$ cat config.mk
export PLATFORM = sky130hd
export DESIGN_NAME = irq_vector_ctrl
export DESIGN_NICKNAME = d
export VERILOG_FILES = /design/src/rtl/ivc_pkg.sv /design/src/rtl/ivc_pend_bank.sv /design/src/rtl/ivc_pick.sv /design/src/rtl/irq_vector_ctrl.sv
export SDC_FILE = /design/constraint.sdc
export NUM_CORES = 1
export LEC_CHECK = 0
export BUFFER_PORTS_ARGS = -buffer_cell sky130_fd_sc_hd__buf_2
export CORE_UTILIZATION = 49
export DETAILED_ROUTE_END_ITERATION = 8
export HOLD_SLACK_MARGIN = 0.08
export PLACE_DENSITY_LB_ADDON = 0.2
export SLEW_MARGIN = 20
export SYNTH_ARGS = -nofsm -noshare
export SYNTH_HDL_FRONTEND = slang
export SYNTH_SLANG_ARGS = --single-unit
$ cat constraint.sdc
create_clock -name clk -period 3.5 [get_ports clk]
set_clock_uncertainty 0.1 [all_clocks]
set_input_delay 0.875 -clock clk [delete_from_list [all_inputs] [get_ports clk]]
set_output_delay 0.875 -clock clk [all_outputs]
set_load 0.02 [all_outputs]
$ cat src/rtl/ivc_pkg.sv
package ivc_pkg;

  // Vector code for a source index: fixed, even, decreasing with index.
  function automatic logic [7:0] code_of(input int top_code, input int idx);
    return 8'(top_code - 2 * idx);
  endfunction

endpackage

$ cat src/rtl/ivc_pend_bank.sv
module ivc_pend_bank #(
  parameter int NUM_SRC = 60
) (
  input  logic               clk,
  input  logic               rst,
  input  logic [NUM_SRC-1:0] evt,
  input  logic [NUM_SRC-1:0] clr,
  output logic [NUM_SRC-1:0] pend
);

  generate
    for (genvar g = 0; g < NUM_SRC; g++) begin : g_src
      always_ff @(posedge clk) begin
        if (rst) pend[g] <= 1'b0;
        else     pend[g] <= (pend[g] & ~clr[g]) | evt[g];
      end

      assert_pend_set_R7: assert property (@(posedge clk) disable iff (rst)
        evt[g] |=> pend[g]);

      assert_pend_clear_R5: assert property (@(posedge clk) disable iff (rst)
        (clr[g] && !evt[g]) |=> !pend[g]);

      assert_pend_race_R9: assert property (@(posedge clk) disable iff (rst)
        (clr[g] && evt[g]) |=> pend[g]);

      assert_pend_retain_R10: assert property (@(posedge clk) disable iff (rst)
        (pend[g] && !clr[g]) |=> pend[g]);
    end
  endgenerate

endmodule

$ cat src/rtl/ivc_pick.sv
module ivc_pick #(
  parameter int NUM_SRC = 60,
  localparam int IDX_W  = (NUM_SRC > 1) ? $clog2(NUM_SRC) : 1
) (
  input  logic [NUM_SRC-1:0] req,
  output logic               any,
  output logic [IDX_W-1:0]   idx
);

  // Lowest index wins: scan from the bottom of the priority order upward.
  always_comb begin
    any = 1'b0;
    idx = '0;
    for (int i = NUM_SRC - 1; i >= 0; i--) begin
      if (req[i]) begin
        any = 1'b1;
        idx = IDX_W'(i);
      end
    end
  end

endmodule

$ cat src/rtl/irq_vector_ctrl.sv
module irq_vector_ctrl
  import ivc_pkg::*;
#(
  parameter int NUM_SRC  = 60,
  parameter int TOP_CODE = 8'h88
) (
  input  logic               clk,
  input  logic               rst,
  input  logic [NUM_SRC-1:0] src_evt,
  input  logic [NUM_SRC-1:0] src_en,
  input  logic               ack_wr,
  output logic [7:0]         vec_q,
  output logic               irq
);

  localparam int IDX_W    = (NUM_SRC > 1) ? $clog2(NUM_SRC) : 1;
  localparam int LOW_CODE = TOP_CODE - 2 * (NUM_SRC - 1);

  logic [NUM_SRC-1:0] pend;
  logic [NUM_SRC-1:0] clr;
  logic [NUM_SRC-1:0] cand;
  logic               cand_any;
  logic [IDX_W-1:0]   cand_idx;
  logic               cur_vld;
  logic [IDX_W-1:0]   cur_idx;
  logic               load;

  // Acknowledge mask: only the source the vector currently names.
  always_comb begin
    clr = '0;
    if (ack_wr && cur_vld) clr[cur_idx] = 1'b1;
  end

  ivc_pend_bank #(.NUM_SRC(NUM_SRC)) u_bank (
    .clk  (clk),
    .rst  (rst),
    .evt  (src_evt),
    .clr  (clr),
    .pend (pend)
  );

  assign cand = pend & src_en & ~clr;

  ivc_pick #(.NUM_SRC(NUM_SRC)) u_pick (
    .req (cand),
    .any (cand_any),
    .idx (cand_idx)
  );

  // Vector reloads on an acknowledge or while empty; otherwise it holds.
  assign load = ack_wr || !cur_vld;

  always_ff @(posedge clk) begin
    if (rst) begin
      cur_vld <= 1'b0;
      cur_idx <= '0;
      vec_q   <= 8'h00;
      irq     <= 1'b0;
    end else begin
      if (load) begin
        cur_vld <= cand_any;
        cur_idx <= cand_idx;
        vec_q   <= cand_any ? code_of(TOP_CODE, int'(cand_idx)) : 8'h00;
      end
      irq <= |(pend & src_en);
    end
  end

  assert_vec_hold_R6: assert property (@(posedge clk) disable iff (rst)
    (vec_q != 8'h00 && !ack_wr) |=> $stable(vec_q));

  assert_vec_code_R2: assert property (@(posedge clk) disable iff (rst)
    (vec_q != 8'h00) |-> (vec_q[0] == 1'b0 && int'(vec_q) <= TOP_CODE
                          && int'(vec_q) >= LOW_CODE));

  assert_pick_valid_R4: assert property (@(posedge clk) disable iff (rst)
    cand_any |-> cand[cand_idx]);

  assert_pick_empty_R3: assert property (@(posedge clk) disable iff (rst)
    !cand_any |-> (cand == '0));

endmodule

After elaboration in Yosys (flattened, before gate mapping). Cells that the tools add are included.

Magnitude comparators: 2. Reduce and logical (&&, ||, !) cells: 5. Mux-type cells: 124. Bitwise gates (word level): 183. $add $sub $neg: 1.

Operator list (number): $mux W6 (60); $and A60 B60 Y60 (2); $mux W1 (61); $and A1 B1 Y1 (60); $mux W60 (1); $not A1 Y1 (60); $not A60 Y60 (1); $or A1 B1 Y1 (60); $reduce_or A60 Y1 (1); $mux W8 (1); $sub A8 B7 Y8 const A (1); $lt A6 B7 Y1 const B (1); $demux W1 S6 (1); $ge A6 B1 Y1 const B (1); $logic_and A1 B1 Y1 (2); $logic_not A1 Y1 (1); $logic_or A1 B1 Y1 (1).

Output and inout bits: 9. Flip-flop bits (word level): 76. Word-level logic and storage cells: 379. Input port bits: 123.

Depth between registers and ports, before layout. Gate-level depths: netlist of the first run.

Word-level depth: 69. Gate-level depth with buffers: 15. Gate-level depth less buffers: 12.

Cells and area by module. From an unflattened synthesis of the first run, not the netlist that was laid out.

Cell total of the unflattened synthesis: 693. Area total of the unflattened synthesis: 4899.7 um2.

Modules (own cells, without submodules): ivc_pend_bank (area each 2503.7 um2, times used 1, cells each 247, sequential area each 1201.2 um2); irq_vector_ctrl (area each 1599.0 um2, times used 1, cells each 313, sequential area each 300.3 um2); ivc_pick (area each 797.0 um2, times used 1, cells each 133, sequential area each 0.0 um2).

Worst setup path before layout of the first run. Ideal clock, no wire load.

Path type: input to register. From: input ack_wr. To: register vec_q[5]. Arrival: 3.318 ns. Stages: 13. Required time: 3.268 ns. Path buffers: 2. Setup time: 0.132 ns. Slack: -0.049 ns. Cells stage by stage: buf_2 > nor4b_2 > buf_4 > a41oi_2 > a2111oi_1 > a21oi_1 > o311a_1 > or3_1 > ha_1 > inv_1 > a21o_1 > xor2_1 > o31ai_1.

Word-level cells in the longest chain between the ends: 66. Elaborated cells on any way between the ends: 127. Classes of those cells: add/sub (1); mux (122); bitwise (2); reduce/logical (2).

Ends and longest elaborated chain: start: declaration (line irq_vector_ctrl.sv:11) `input logic ack_wr,`; $logic_and A1 B1 Y1 (line irq_vector_ctrl.sv:31) `if (ack_wr && cur_vld) clr[cur_idx] = 1'b1;`; $mux W60 (line irq_vector_ctrl.sv:31); $not A60 Y60 (line irq_vector_ctrl.sv:42) `assign cand = pend & src_en & ~clr;`; $and A60 B60 Y60 (line irq_vector_ctrl.sv:42); $mux W6 (60 in series) (line ivc_pick.sv:15) `if (req[i]) begin`; $sub A8 B7 Y8 (line ivc_pkg.sv:5) `return 8'(top_code - 2 * idx);`; $mux W8 (line irq_vector_ctrl.sv:63) `vec_q <= cand_any ? code_of(TOP_CODE, int'(cand_idx)) : 8'h00;`; end signal: assignment (line irq_vector_ctrl.sv:63); end: declaration (line irq_vector_ctrl.sv:12) `output logic [7:0] vec_q,`.

Several ways; a longest one is shown, not always the timed one. A chain may end at the register's enable or synchronous reset.

Worst setup path after layout of the first run. Same ends and word-level chain as after synthesis.

==> flow_results.xml, run 1 <==
<?xml version="1.0" encoding="UTF-8"?>
<metrics>
  <group name="cells_and_area">
    <metric name="number_of_standard_cells_in_the_layout_taps_in_and_fillers_out" unit="">1110</metric>
    <metric name="synthToLayoutAreaGrowth" unit="%">43.4</metric>
    <metric name="nNetsFinal" unit="">1094</metric>
    <metric name="layout-drive-gt1-share" unit="">0.386</metric>
    <metric name="layout.cells.most_common_list" unit="">143 x buf_4, 129 x buf_2, 117 x nand2_1</metric>
    <metric name="insertedDiodeCount" unit="">0</metric>
    <metric name="layout_commonest_cell" unit="">buf_4</metric>
    <metric name="layout.filler_cells" unit="">853</metric>
  </group>
  <group name="power">
    <metric name="power.ir.vdd_worst" unit="V">0.000291</metric>
    <metric name="clock_power_share" unit="">0.328</metric>
    <metric name="power.total" unit="mW">2.88</metric>
    <metric name="p_seq_frac" unit="">0.341</metric>
    <metric name="pwr_density_cell" unit="nW/um2">383</metric>
    <metric name="netSwitchingPower" unit="mW">0.896</metric>
    <metric name="power.share.switching" unit="">0.311</metric>
    <metric name="share_comb_of_total_power" unit="">0.331</metric>
    <metric name="internal-power" unit="mW">1.98</metric>
    <metric name="p_leak" unit="nW">3.34</metric>
  </group>
  <group name="detailed_routing">
    <metric name="post_detailed_route_count_of_antenna_violating_nets" unit="">0</metric>
    <metric name="post_drt_via_cell_ratio" unit="">6.05</metric>
    <metric name="drc_errors" unit="">0</metric>
    <metric name="drtPass1Iterations" unit="">5</metric>
    <metric name="drt_first_iter_violations" unit="">514</metric>
    <metric name="avgRoutedWirePerCell" unit="um">18.8</metric>
    <metric name="dr_total_vias" unit="">6720</metric>
    <metric name="routed_wl" unit="um">20800</metric>
  </group>
  <group name="die">
    <metric name="chipHeight" unit="um">106</metric>
    <metric name="dieArea" unit="um2">11100</metric>
    <metric name="fp.coreArea" unit="um2">10400</metric>
    <metric name="die_w" unit="um">106</metric>
    <metric name="std_cell_rows" unit="">37</metric>
    <metric name="ioPinCount" unit="">132</metric>
    <metric name="start_util" unit="">0.506</metric>
  </group>
  <group name="clocking">
    <metric name="cts_made_buffers" unit="">9</metric>
    <metric name="clock_path_buffers" unit="">2</metric>
    <metric name="clk_pin_slew_worst_paths" unit="ns">0.08</metric>
    <metric name="cts_sinks" unit="">75</metric>
    <metric name="holdBufCountCts" unit="">0</metric>
    <metric name="cts.root.buffer_cell" unit="">clkbuf_8</metric>
    <metric name="clock_tree_from_tritoncts" unit="">yes</metric>
    <metric name="htree_num_levels" unit="">3</metric>
    <metric name="worstSkewPairLatency" unit="ns">0.37</metric>
  </group>
  <group name="place">
    <metric name="globalplace.congestion" unit="">0.975</metric>
    <metric name="io_buffers" unit="">130</metric>
    <metric name="detailedPlace.worstSlack" unit="ns">-0.446</metric>
    <metric name="place_inst" unit="">1092</metric>
    <metric name="post-dp-hpwl" unit="um">16200</metric>
  </group>
  <group name="timing">
    <metric name="hold_violations" unit="">0</metric>
    <metric name="setup_tns" unit="ns">0</metric>
    <metric name="hold_slack" unit="ns">0.357</metric>
    <metric name="layout_worst_path_cycle_share" unit="">0.980</metric>
    <metric name="finalSetupViolations" unit="">0</metric>
    <metric name="worst-slew-pin-transition" unit="ns">0.699</metric>
    <metric name="slew_headroom" unit="">0.534</metric>
    <metric name="max_freq" unit="GHz">0.292</metric>
    <metric name="timing.final.crit_period" unit="ns">3.43</metric>
    <metric name="finalWorstSetupSlack" unit="ns">0.0706</metric>
    <metric name="drv_slew" unit="">0</metric>
  </group>
  <group name="setup_path">
    <metric name="worstPathBufferInverterCount" unit="">5</metric>
    <metric name="critical_path.top_delay_family" unit="">compound AO/OA/AOI/OAI gates</metric>
    <metric name="regToRegSetupSlack" unit="ns">0.14</metric>
    <metric name="critPathRequiredTime" unit="ns">3.64</metric>
    <metric name="critical_path.startpoint_type" unit="">primary input</metric>
    <metric name="r2r_start" unit="">cur_idx[5]$_SDFFE_PP0P_</metric>
    <metric name="critPathArrivalTime" unit="ns">3.57</metric>
    <metric name="timing.critical_path.fanout_max" unit="">9</metric>
    <metric name="crit_slowest_cell" unit="">or3_4</metric>
    <metric name="worst_path_most_repeated_cell" unit="">buf_4</metric>
    <metric name="worst_r2r_endpoint" unit="">vec_q[5]$_SDFFE_PP0P_</metric>
    <metric name="critPathKind" unit="">primary input to register</metric>
    <metric name="crit_end" unit="">vec_q[5]$_SDFFE_PP0P_</metric>
    <metric name="slowest_delay" unit="ns">0.39</metric>
    <metric name="endpoint_kind" unit="">register</metric>
    <metric name="setup.worst_path.start" unit="">ack_wr</metric>
    <metric name="timing.critical_path.depth" unit="">16</metric>
    <metric name="crit_path_cell_trace" unit="">clkbuf_4 -&gt; buf_4 -&gt; and4_4 -&gt; a21oi_4 -&gt; buf_6 -&gt; nor2_1 -&gt; o211ai_1 -&gt; buf_4 -&gt; a2111oi_4 -&gt; o311a_4 -&gt; or3_4 -&gt; ha_2 -&gt; inv_2 -&gt; a21o_1 -&gt; xor2_1 -&gt; o31ai_2</metric>
    <metric name="worst_r2r_path_depth" unit="">14</metric>
  </group>
  <group name="synth">
    <metric name="synthesized_netlist_net_count" unit="">853</metric>
    <metric name="asyncSetResetFlopFracSynth" unit="">0</metric>
    <metric name="post_synthesis_instance_area" unit="um2">5250</metric>
    <metric name="netlist-cell-type-count" unit="">83</metric>
    <metric name="synth-seq-cells" unit="">75</metric>
    <metric name="synth.yosys.seq_area_share" unit="">0.286</metric>
    <metric name="synthFlopType" unit="">dfxtp_1</metric>
    <metric name="netlist_instances" unit="">729</metric>
    <metric name="synth-edff-count" unit="">0</metric>
    <metric name="synth.yosys.warnings" unit="">0</metric>
    <metric name="post_synth.cell_area_avg" unit="um2">7.20</metric>
  </group>
  <group name="global_route">
    <metric name="grt_pass1_wl" unit="um">32300</metric>
    <metric name="globalRoute.totalOverflow" unit="">0</metric>
    <metric name="globalRouteTotalUtil" unit="">0.373</metric>
    <metric name="number_of_antenna_violations_at_the_first_check_in_global_routing" unit="">0</metric>
    <metric name="grt_start_max_net_pins" unit="">44</metric>
    <metric name="via_count_of_the_first_global_routing_pass" unit="">6575</metric>
  </group>
  <group name="worst_hold_path">
    <metric name="holdCritPathClass" unit="">register to register</metric>
  </group>
  <group name="run_status">
    <metric name="outcome" unit="">finished clean</metric>
  </group>
  <group name="run">
    <metric name="drv_cap" unit="">0</metric>
  </group>
</metrics>
repair_timing:
item,CTS,global route
endpoints found under the hold margin,0,0
setup buffers,1,2
gates resized for setup,9,47
pin swaps,1,13
setup endpoints to repair,2,5
state kept, by name (all words and copies together), names as in the netlist:
name,cells
cur_vld,1
vec_q,7
u_bank.pend,60
cur_idx,6
irq,1
routing by layer:
layer / GRT usage / part of all wire
met1: 0.468 / 0.42
met2: 0.620 / 0.45
met3: 0.0637 / 0.079
met4: 0.178 / 0.047
met5: 0 / 0
Yosys cell counts (all sizes together) (9+ instances only):
master | instances | share of area
dfxtp | 75 | 0.29
o21ai | 18 | 0.017
nand2b | 11 | 0.015
nand4 | 22 | 0.027
a31oi | 27 | 0.035
a21oi | 102 | 0.10
a21o | 9 | 0.013
nand2 | 117 | 0.084
and4b | 10 | 0.019
nor4 | 12 | 0.018
nand3 | 39 | 0.037
clkbuf | 11 | 0.0079
nor2 | 86 | 0.062
buf | 42 | 0.050
and3 | 9 | 0.011
and2 | 15 | 0.018
inv | 9 | 0.0064
metrics by stage:
| step | utilization | area [um2] |
|---|---|---|
| floorplan | - | 5270 |
| global placement | 0.676 | 7010 |
| detailed placement | 0.676 | 7010 |
| CTS | 0.707 | 7330 |
| global route | 0.726 | 7530 |
| finish | 0.726 | 7530 |
power by group through the flow:
stage / clock (mW) / combinational (mW) / sequential, mW
after detailed placement: 0 / 0.879 / 0.997
after floorplan: 0 / 0.465 / 1.00
after global routing: 0.988 / 1.02 / 0.989
after CTS: 0.957 / 0.890 / 0.978
after global placement: 0 / 0.860 / 0.994
final: 0.946 / 0.952 / 0.982
area by class of cell:
type	count	area, um2	area share
tap	136	170	0.0226
clock inverter	5	150	0.0199
timing repair buffer	283	1910	0.254
sequential	75	1510	0.200
multi-input combinational	592	3630	0.482
inverter	9	33.8	0.00449
clock buffer	10	128	0.0170
worst register-to-register path: stages (launching register included):
cell and delay, ns:
dfxtp_2 0.37, buf_4 0.21, buf_4 0.16, nor2_1 0.28, and2_4 0.23, nand2_1 0.07, a311oi_1 0.29, o21ai_0 0.17
a21bo_2 0.25, or3_4 0.37, ha_2 0.19, inv_2 0.06, a21o_1 0.17, xor2_1 0.20, o31ai_2 0.08
how the worst min path moves through the flow:
stage | from | endpoint | slack, ns | cells past startpoint
floorplan | u_bank.pend[58]$_SDFF_PP0_ | u_bank.pend[58]$_SDFF_PP0_ | 0.35 | 2
finish | vec_q[7]$_SDFFE_PP0P_ | vec_q[7]$_SDFFE_PP0P_ | 0.36 | 2
detailed placement | vec_q[7]$_SDFFE_PP0P_ | vec_q[7]$_SDFFE_PP0P_ | 0.35 | 2
CTS | vec_q[7]$_SDFFE_PP0P_ | vec_q[7]$_SDFFE_PP0P_ | 0.36 | 2
global placement | vec_q[7]$_SDFFE_PP0P_ | vec_q[7]$_SDFFE_PP0P_ | 0.35 | 2
global route | vec_q[1]$_SDFFE_PP0P_ | vec_q[1]$_SDFFE_PP0P_ | 0.40 | 2
kinds of logic (layout without fill, tap and decap cells):
family,count (synthesis),after routing,share of synthesized area
simple gates,364,364,0.367
xor+xnor,2,2,0.00334
flops,75,75,0.286
mux,1,1,0.00191
fa+ha+maj,1,1,0.00238
compound gates,223,223,0.275
other cells,1,1,0.000714
buf+inv,62,307,0.0639
(Power assumes the default switching activity.)
==> inputs of run 2 (changes only) <==
Settings changed: RECOVER_POWER set to 25, TNS_END_PERCENT set to 50.
==> run 2 against run 1 <==
- the run now ends with capacitance limit, slew limit left
- sequential power barely moved
- via count increased by 0.98%
- clock-buffer cell count unchanged
- cell count stayed put
- largest cell class unchanged
- critical path type unchanged
- sequential share of layout area about the same
- combinational power is essentially flat
- maximum frequency barely moved
- clock power about the same
==> flow_results.xml, run 2 (synthesis results as in run 1) <==
<?xml version="1.0" encoding="UTF-8"?>
<metrics>
  <group name="setup_path">
    <metric name="worst_r2r_path_depth" unit="">14</metric>
    <metric name="slowest_delay" unit="ns">0.39</metric>
    <metric name="worst_path_most_repeated_cell" unit="">buf_4</metric>
    <metric name="critPathArrivalTime" unit="ns">3.57</metric>
    <metric name="critPathKind" unit="">primary input to register</metric>
    <metric name="regToRegSetupSlack" unit="ns">0.12</metric>
    <metric name="crit_slowest_cell" unit="">or3_4</metric>
    <metric name="critPathRequiredTime" unit="ns">3.64</metric>
    <metric name="endpoint_kind" unit="">register</metric>
    <metric name="worst_r2r_endpoint" unit="">vec_q[5]$_SDFFE_PP0P_</metric>
    <metric name="critical_path.startpoint_type" unit="">primary input</metric>
    <metric name="r2r_start" unit="">cur_idx[5]$_SDFFE_PP0P_</metric>
    <metric name="timing.critical_path.fanout_max" unit="">9</metric>
    <metric name="crit_path_cell_trace" unit="">clkbuf_4 -&gt; buf_4 -&gt; and4_4 -&gt; a21oi_4 -&gt; buf_6 -&gt; nor2_1 -&gt; o211ai_1 -&gt; buf_4 -&gt; a2111oi_4 -&gt; o311a_4 -&gt; or3_4 -&gt; ha_2 -&gt; inv_2 -&gt; a21o_1 -&gt; xor2_1 -&gt; o31ai_2</metric>
  </group>
  <group name="worst_hold_path">
    <metric name="timing.hold.worst.start" unit="">vec_q[7]$_SDFFE_PP0P_</metric>
    <metric name="min_delay_path_depth" unit="">2</metric>
    <metric name="holdCritPathClass" unit="">register to register</metric>
    <metric name="hold-path-endpoint" unit="">vec_q[7]$_SDFFE_PP0P_</metric>
  </group>
  <group name="clocking">
    <metric name="worstSkewPairLatency" unit="ns">0.38</metric>
    <metric name="clock_tree_from_tritoncts" unit="">yes</metric>
    <metric name="clock_path_buffers" unit="">2</metric>
    <metric name="cts_sinks" unit="">75</metric>
    <metric name="holdBufCountCts" unit="">0</metric>
    <metric name="clk_pin_slew_worst_paths" unit="ns">0.08</metric>
    <metric name="cts.root.buffer_cell" unit="">clkbuf_8</metric>
    <metric name="htree_num_levels" unit="">3</metric>
    <metric name="cts_made_buffers" unit="">9</metric>
  </group>
  <group name="detailed_routing">
    <metric name="dr_total_vias" unit="">6786</metric>
    <metric name="drtPass1Iterations" unit="">8</metric>
    <metric name="drt_first_iter_violations" unit="">536</metric>
    <metric name="post_detailed_route_count_of_antenna_violating_nets" unit="">0</metric>
    <metric name="avgRoutedWirePerCell" unit="um">18.8</metric>
    <metric name="drc_errors" unit="">0</metric>
    <metric name="post_drt_via_cell_ratio" unit="">6.11</metric>
    <metric name="routed_wl" unit="um">20900</metric>
  </group>
  <group name="power">
    <metric name="p_seq_frac" unit="">0.341</metric>
    <metric name="p_leak" unit="nW">3.33</metric>
    <metric name="pwr_density_cell" unit="nW/um2">384</metric>
    <metric name="power.share.switching" unit="">0.312</metric>
    <metric name="clock_power_share" unit="">0.329</metric>
    <metric name="share_comb_of_total_power" unit="">0.330</metric>
    <metric name="netSwitchingPower" unit="mW">0.898</metric>
    <metric name="internal-power" unit="mW">1.98</metric>
    <metric name="power.ir.vdd_worst" unit="V">0.000291</metric>
  </group>
  <group name="global_route">
    <metric name="globalRoute.totalOverflow" unit="">0</metric>
    <metric name="grt_pass1_wl" unit="um">32300</metric>
    <metric name="via_count_of_the_first_global_routing_pass" unit="">6575</metric>
    <metric name="globalRouteTotalUtil" unit="">0.373</metric>
    <metric name="grt_start_max_net_pins" unit="">44</metric>
    <metric name="number_of_antenna_violations_at_the_first_check_in_global_routing" unit="">0</metric>
  </group>
  <group name="cells_and_area">
    <metric name="insertedDiodeCount" unit="">0</metric>
    <metric name="synthToLayoutAreaGrowth" unit="%">43.1</metric>
    <metric name="layout-drive-gt1-share" unit="">0.385</metric>
    <metric name="biggestRegsByFlops" unit="">u_bank.pend: 60 flops, vec_q: 7 flops, cur_idx: 6 flops</metric>
    <metric name="nNetsFinal" unit="">1094</metric>
    <metric name="layout.cells.most_common_list" unit="">143 x buf_4, 129 x buf_2, 117 x nand2_1</metric>
    <metric name="final_core_utilization" unit="">0.724</metric>
    <metric name="largest_register" unit="">u_bank.pend</metric>
    <metric name="layout_commonest_cell" unit="">buf_4</metric>
    <metric name="flip_flop_count_of_the_largest_register_all_copies_and_words_added" unit="">60</metric>
  </group>
  <group name="die">
    <metric name="die_w" unit="um">106</metric>
    <metric name="start_util" unit="">0.506</metric>
    <metric name="chipHeight" unit="um">106</metric>
    <metric name="ioPinCount" unit="">132</metric>
    <metric name="dieArea" unit="um2">11100</metric>
    <metric name="std_cell_rows" unit="">37</metric>
    <metric name="fp.coreArea" unit="um2">10400</metric>
  </group>
  <group name="timing">
    <metric name="finalSetupViolations" unit="">0</metric>
    <metric name="worst-slew-pin-transition" unit="ns">1.82</metric>
    <metric name="max_freq" unit="GHz">0.292</metric>
    <metric name="slew_headroom" unit="">-0.211</metric>
    <metric name="timing.final.crit_period" unit="ns">3.43</metric>
    <metric name="layout_worst_path_cycle_share" unit="">0.979</metric>
    <metric name="finalWorstSetupSlack" unit="ns">0.0724</metric>
    <metric name="setup_tns" unit="ns">0</metric>
    <metric name="drv_slew" unit="">44</metric>
    <metric name="hold_violations" unit="">0</metric>
  </group>
  <group name="run_status">
    <metric name="outcome" unit="">finished, violations left</metric>
    <metric name="failed_checks" unit="">capacitance limit, slew limit</metric>
  </group>
  <group name="place">
    <metric name="post-dp-hpwl" unit="um">16200</metric>
    <metric name="detailedPlace.worstSlack" unit="ns">-0.446</metric>
    <metric name="globalplace.congestion" unit="">0.975</metric>
    <metric name="io_buffers" unit="">130</metric>
  </group>
  <group name="run">
    <metric name="drv_cap" unit="">1</metric>
  </group>
</metrics>
run 2: changes by cell type in the layout (fill, tap and decap cells not counted), sizes merged:
cell	change
buf	-1
clkbuf	+1
run 2: worst max path at each step:
stage	from	end	slack [ns]	cells after the start
after CTS	ack_wr	vec_q[5]$_SDFFE_PP0P_	0.006	15
after global routing	ack_wr	vec_q[5]$_SDFFE_PP0P_	-0.02	13
after floorplan	ack_wr	vec_q[5]$_SDFFE_PP0P_	0.01	15
final	ack_wr	vec_q[5]$_SDFFE_PP0P_	0.07	16
after global placement	ack_wr	vec_q[7]$_SDFFE_PP0P_	-0.33	13
after detailed placement	ack_wr	vec_q[7]$_SDFFE_PP0P_	-0.45	13
run 2: area by class of cell:
| type | instances | area (um2) |
|---|---|---|
| clock buffer | 10 | 128 |
| clock inverter | 5 | 150 |
| fill | 853 | 2860 |
| inverter | 9 | 33.8 |
| multi-input combinational | 592 | 3630 |
| sequential | 75 | 1510 |
| tap | 136 | 170 |
| timing repair buffer | 283 | 1890 |
run 2: repair_timing:
action / CTS / global route
setup endpoints to repair: 2 / 5
buffers inserted: 1 / 2
pin swaps: 1 / 13
resized for setup: 9 / 47
run 2: per-stage QoR:
step	instance area, um2	hold slack, ns	std cells	total power, mW
final	7510	0.357	1110	2.88
after detailed placement	7010	0.352	1092	1.88
after global placement	7010	0.349	1092	1.85
after CTS	7330	0.359	1108	2.83
after floorplan	5270	0.351	729	1.47
after global routing	7510	0.399	1110	2.99
run 2: routing by layer:
| metal | global-route usage | vias up | part of all wire |
|---|---|---|---|
| li1 | - | 3151 | - |
| met1 | 0.468 | 3169 | 0.42 |
| met2 | 0.620 | 390 | 0.45 |
| met3 | 0.0637 | 76 | 0.081 |
| met4 | 0.178 | 0 | 0.044 |
| met5 | 0 | - | 0 |
run 2: power groups by stage:
stage                     clock network [mW]  registers, mW  logic (mW)
after floorplan                            0           1.00       0.465
after detailed placement                   0          0.997       0.879
after global routing                   0.988          0.989        1.01
after global placement                     0          0.994       0.860
final                                  0.947          0.982       0.951
after CTS                              0.957          0.978       0.890
run 2: critical path, delay by kind of cell:
kind / cells / cell delay, ns
compound gates: 6 / 0.96
simple gates: 3 / 0.64
buf+inv: 5 / 0.68
xor+xnor: 1 / 0.20
fa+ha+maj: 1 / 0.19
==> inputs of run 3 (changes only) <==
Settings changed: MAX_ROUTING_LAYER set to met4, PLACE_DENSITY set to 0.77, PLACE_DENSITY_LB_ADDON 0.2 to unset.
==> run 3 against run 2 <==
- the flow now finishes without violations
- maximum frequency fell by 0.13%
- core utilization rose by 0.31 points
- non-clock buffer count rose by 22
- via count rose by 1.8%
- register-to-register slack got worse by 0.02 ns
- cell count rose by 2.1%
- total power fell by 5.1%
- setup slack got worse by 0.0043 ns
- clock power fell by 17%
- cell area rose by 0.43%
- global-route usage rose by 2.8 points
- sequential share of layout area fell by 0.070 points
- highest routed layer unchanged
==> flow_results.xml, run 3 (synthesis results as in run 1) <==
<?xml version="1.0" encoding="UTF-8"?>
<metrics>
  <group name="global_route">
    <metric name="met1_usage" unit="">0.487</metric>
    <metric name="grt_most_used_layer" unit="">met2</metric>
    <metric name="via_count_of_the_first_global_routing_pass" unit="">6696</metric>
    <metric name="groute.layer.met3.usage" unit="">0.0544</metric>
    <metric name="grt_start_max_net_pins" unit="">45</metric>
    <metric name="globalRouteTotalUtil" unit="">0.401</metric>
    <metric name="grt_use_met2" unit="">0.667</metric>
    <metric name="grt_pass1_wl" unit="um">33700</metric>
    <metric name="number_of_antenna_violations_at_the_first_check_in_global_routing" unit="">0</metric>
    <metric name="globalRoute.totalOverflow" unit="">0</metric>
  </group>
  <group name="power">
    <metric name="p_leak" unit="nW">3.41</metric>
    <metric name="power.ir.vdd_worst" unit="V">0.000273</metric>
    <metric name="power.total" unit="mW">2.74</metric>
    <metric name="pwr_density_cell" unit="nW/um2">363</metric>
  </group>
  <group name="run_status">
    <metric name="outcome" unit="">finished clean</metric>
  </group>
  <group name="die">
    <metric name="dieArea" unit="um2">11100</metric>
    <metric name="fp.coreArea" unit="um2">10400</metric>
    <metric name="std_cell_rows" unit="">37</metric>
    <metric name="die_w" unit="um">106</metric>
    <metric name="chipHeight" unit="um">106</metric>
    <metric name="ioPinCount" unit="">132</metric>
    <metric name="start_util" unit="">0.506</metric>
  </group>
  <group name="cells_and_area">
    <metric name="layout_commonest_cell" unit="">buf_4</metric>
    <metric name="number_of_standard_cells_in_the_layout_taps_in_and_fillers_out" unit="">1133</metric>
    <metric name="layout.filler_cells" unit="">888</metric>
    <metric name="biggestRegsByFlops" unit="">u_bank.pend: 60 flops, vec_q: 7 flops, cur_idx: 6 flops</metric>
    <metric name="layout.cells.most_common_list" unit="">171 x buf_4, 129 x buf_2, 117 x nand2_1</metric>
    <metric name="largest_register" unit="">u_bank.pend</metric>
    <metric name="final_core_utilization" unit="">0.728</metric>
    <metric name="flip_flop_count_of_the_largest_register_all_copies_and_words_added" unit="">60</metric>
    <metric name="synthToLayoutAreaGrowth" unit="%">43.7</metric>
    <metric name="insertedDiodeCount" unit="">0</metric>
    <metric name="stdcell_area" unit="um2">7540</metric>
    <metric name="nNetsFinal" unit="">1116</metric>
    <metric name="layout-drive-gt1-share" unit="">0.392</metric>
  </group>
  <group name="setup_path">
    <metric name="critPathArrivalTime" unit="ns">3.64</metric>
    <metric name="endpoint_kind" unit="">register</metric>
    <metric name="r2r_start" unit="">cur_idx[4]$_SDFFE_PP0P_</metric>
    <metric name="critPathKind" unit="">primary input to register</metric>
    <metric name="worst_r2r_endpoint" unit="">vec_q[7]$_SDFFE_PP0P_</metric>
    <metric name="critPathRequiredTime" unit="ns">3.70</metric>
    <metric name="critical_path.startpoint_type" unit="">primary input</metric>
    <metric name="crit_path_cell_trace" unit="">buf_4 -&gt; buf_4 -&gt; and4b_2 -&gt; buf_4 -&gt; a22o_1 -&gt; a21o_1 -&gt; a211oi_1 -&gt; o21ai_1 -&gt; a211oi_2 -&gt; or2_2 -&gt; ha_4 -&gt; inv_2 -&gt; a21o_1 -&gt; or3_1 -&gt; a21oi_1</metric>
    <metric name="slowest_delay" unit="ns">0.34</metric>
    <metric name="regToRegSetupSlack" unit="ns">0.10</metric>
    <metric name="critical_path.top_delay_family" unit="">compound AO/OA/AOI/OAI gates</metric>
    <metric name="worstPathBufferInverterCount" unit="">4</metric>
    <metric name="worst_r2r_path_depth" unit="">15</metric>
    <metric name="worst_path_most_repeated_cell" unit="">buf_4</metric>
    <metric name="timing.critical_path.fanout_max" unit="">6</metric>
    <metric name="crit_slowest_cell" unit="">or3_1</metric>
  </group>
  <group name="clocking">
    <metric name="cts_sinks" unit="">75</metric>
    <metric name="clock_tree_from_tritoncts" unit="">yes</metric>
    <metric name="clock_path_buffers" unit="">2</metric>
    <metric name="cts.root.buffer_cell" unit="">clkbuf_8</metric>
    <metric name="holdBufCountCts" unit="">0</metric>
    <metric name="worstSkewPairLatency" unit="ns">0.38</metric>
    <metric name="htree_num_levels" unit="">3</metric>
    <metric name="clk_pin_slew_worst_paths" unit="ns">0.08</metric>
    <metric name="cts_made_buffers" unit="">9</metric>
  </group>
  <group name="place">
    <metric name="post-dp-hpwl" unit="um">17000</metric>
    <metric name="detailedPlace.worstSlack" unit="ns">-0.545</metric>
    <metric name="place_inst" unit="">1112</metric>
    <metric name="io_buffers" unit="">130</metric>
    <metric name="globalplace.congestion" unit="">0.989</metric>
    <metric name="placement.cell_area" unit="um2">7090</metric>
  </group>
  <group name="timing">
    <metric name="finalSetupViolations" unit="">0</metric>
    <metric name="timing.final.crit_period" unit="ns">3.43</metric>
    <metric name="layout_worst_path_cycle_share" unit="">0.981</metric>
    <metric name="worst-slew-pin-transition" unit="ns">0.740</metric>
    <metric name="hold_slack" unit="ns">0.377</metric>
    <metric name="drv_slew" unit="">0</metric>
    <metric name="max_freq" unit="GHz">0.291</metric>
    <metric name="finalWorstSetupSlack" unit="ns">0.0681</metric>
    <metric name="slew_headroom" unit="">0.507</metric>
    <metric name="setup_tns" unit="ns">0</metric>
    <metric name="hold_violations" unit="">0</metric>
  </group>
  <group name="detailed_routing">
    <metric name="avgRoutedWirePerCell" unit="um">19.1</metric>
    <metric name="drtPass1Iterations" unit="">5</metric>
    <metric name="post_drt_via_cell_ratio" unit="">6.09</metric>
    <metric name="drt_first_iter_violations" unit="">710</metric>
    <metric name="post_detailed_route_count_of_antenna_violating_nets" unit="">0</metric>
    <metric name="drc_errors" unit="">0</metric>
    <metric name="dr_total_vias" unit="">6905</metric>
    <metric name="routed_wl" unit="um">21700</metric>
  </group>
  <group name="worst_hold_path">
    <metric name="holdCritPathClass" unit="">register to register</metric>
    <metric name="min_delay_path_depth" unit="">2</metric>
    <metric name="hold-path-endpoint" unit="">vec_q[4]$_SDFFE_PP0P_</metric>
    <metric name="timing.hold.worst.start" unit="">vec_q[4]$_SDFFE_PP0P_</metric>
  </group>
  <group name="run">
    <metric name="drv_cap" unit="">0</metric>
  </group>
</metrics>
## run 3: cell count changes in the layout (fill, tap and decap cells not counted), moves of 2 or more
cell / delta
a31oi_1: +4
a31oi_2: -4
buf_12: -5
buf_4: +28
bufinv_16: -3
clkbuf_8: +2
dfxtp_2: -2
## run 3: layout make-up
type | instances | area [um2] | share of cell area
Multi-Input combinational cell | 592 | 3600 | 0.477
Clock inverter | 4 | 72.6 | 0.00962
Sequential cell | 75 | 1510 | 0.200
Clock buffer | 12 | 155 | 0.0206
Tap cell | 136 | 170 | 0.0226
Timing Repair Buffer | 305 | 2000 | 0.266
Inverter | 9 | 33.8 | 0.00448
## run 3: per-layer routing
| layer | up-vias | wire length (um) |
|---|---|---|
| met5 | - | 0 |
| met2 | 383 | 10300 |
| met4 | 0 | 722 |
| met3 | 60 | 1780 |
| met1 | 3258 | 8870 |
| li1 | 3204 | - |
## run 3: how the worst max path moves through the flow
stage	from	to	slack, ns	depth (start not counted)
floorplan	ack_wr	vec_q[5]$_SDFFE_PP0P_	0.01	15
global placement	ack_wr	vec_q[7]$_SDFFE_PP0P_	-0.47	14
detailed placement	ack_wr	vec_q[7]$_SDFFE_PP0P_	-0.55	14
CTS	cur_idx[4]$_SDFFE_PP0P_	vec_q[3]$_SDFFE_PP0P_	0.007	15
global route	ack_wr	vec_q[3]$_SDFFE_PP0P_	-0.004	17
finish	ack_wr	vec_q[7]$_SDFFE_PP0P_	0.07	15
## run 3: what timing repair did
item | CTS | global route
endpoints found under the setup margin | 3 | 6
setup buffers | 0 | 5
gates resized for setup | 17 | 33
pin swaps | 3 | 10
## run 3: where the power goes
group	switching, mW	internal, mW	total [mW]
clock	0.346	0.440	0.786
combinational	0.514	0.450	0.964
sequential	0.0595	0.926	0.986
total	0.920	1.82	2.74
## run 3: worst register-to-register path, delay by kind of cell (launching register included)
| kind | cells | cell delay, ns |
|---|---|---|
| AO/OA/AOI/OAI | 7 | 1.36 |
| flip-flops | 1 | 0.37 |
| adder cells (fa/ha/maj) | 1 | 0.14 |
| AND/OR/NAND/NOR | 3 | 0.82 |
| buffers and inverters | 4 | 0.54 |
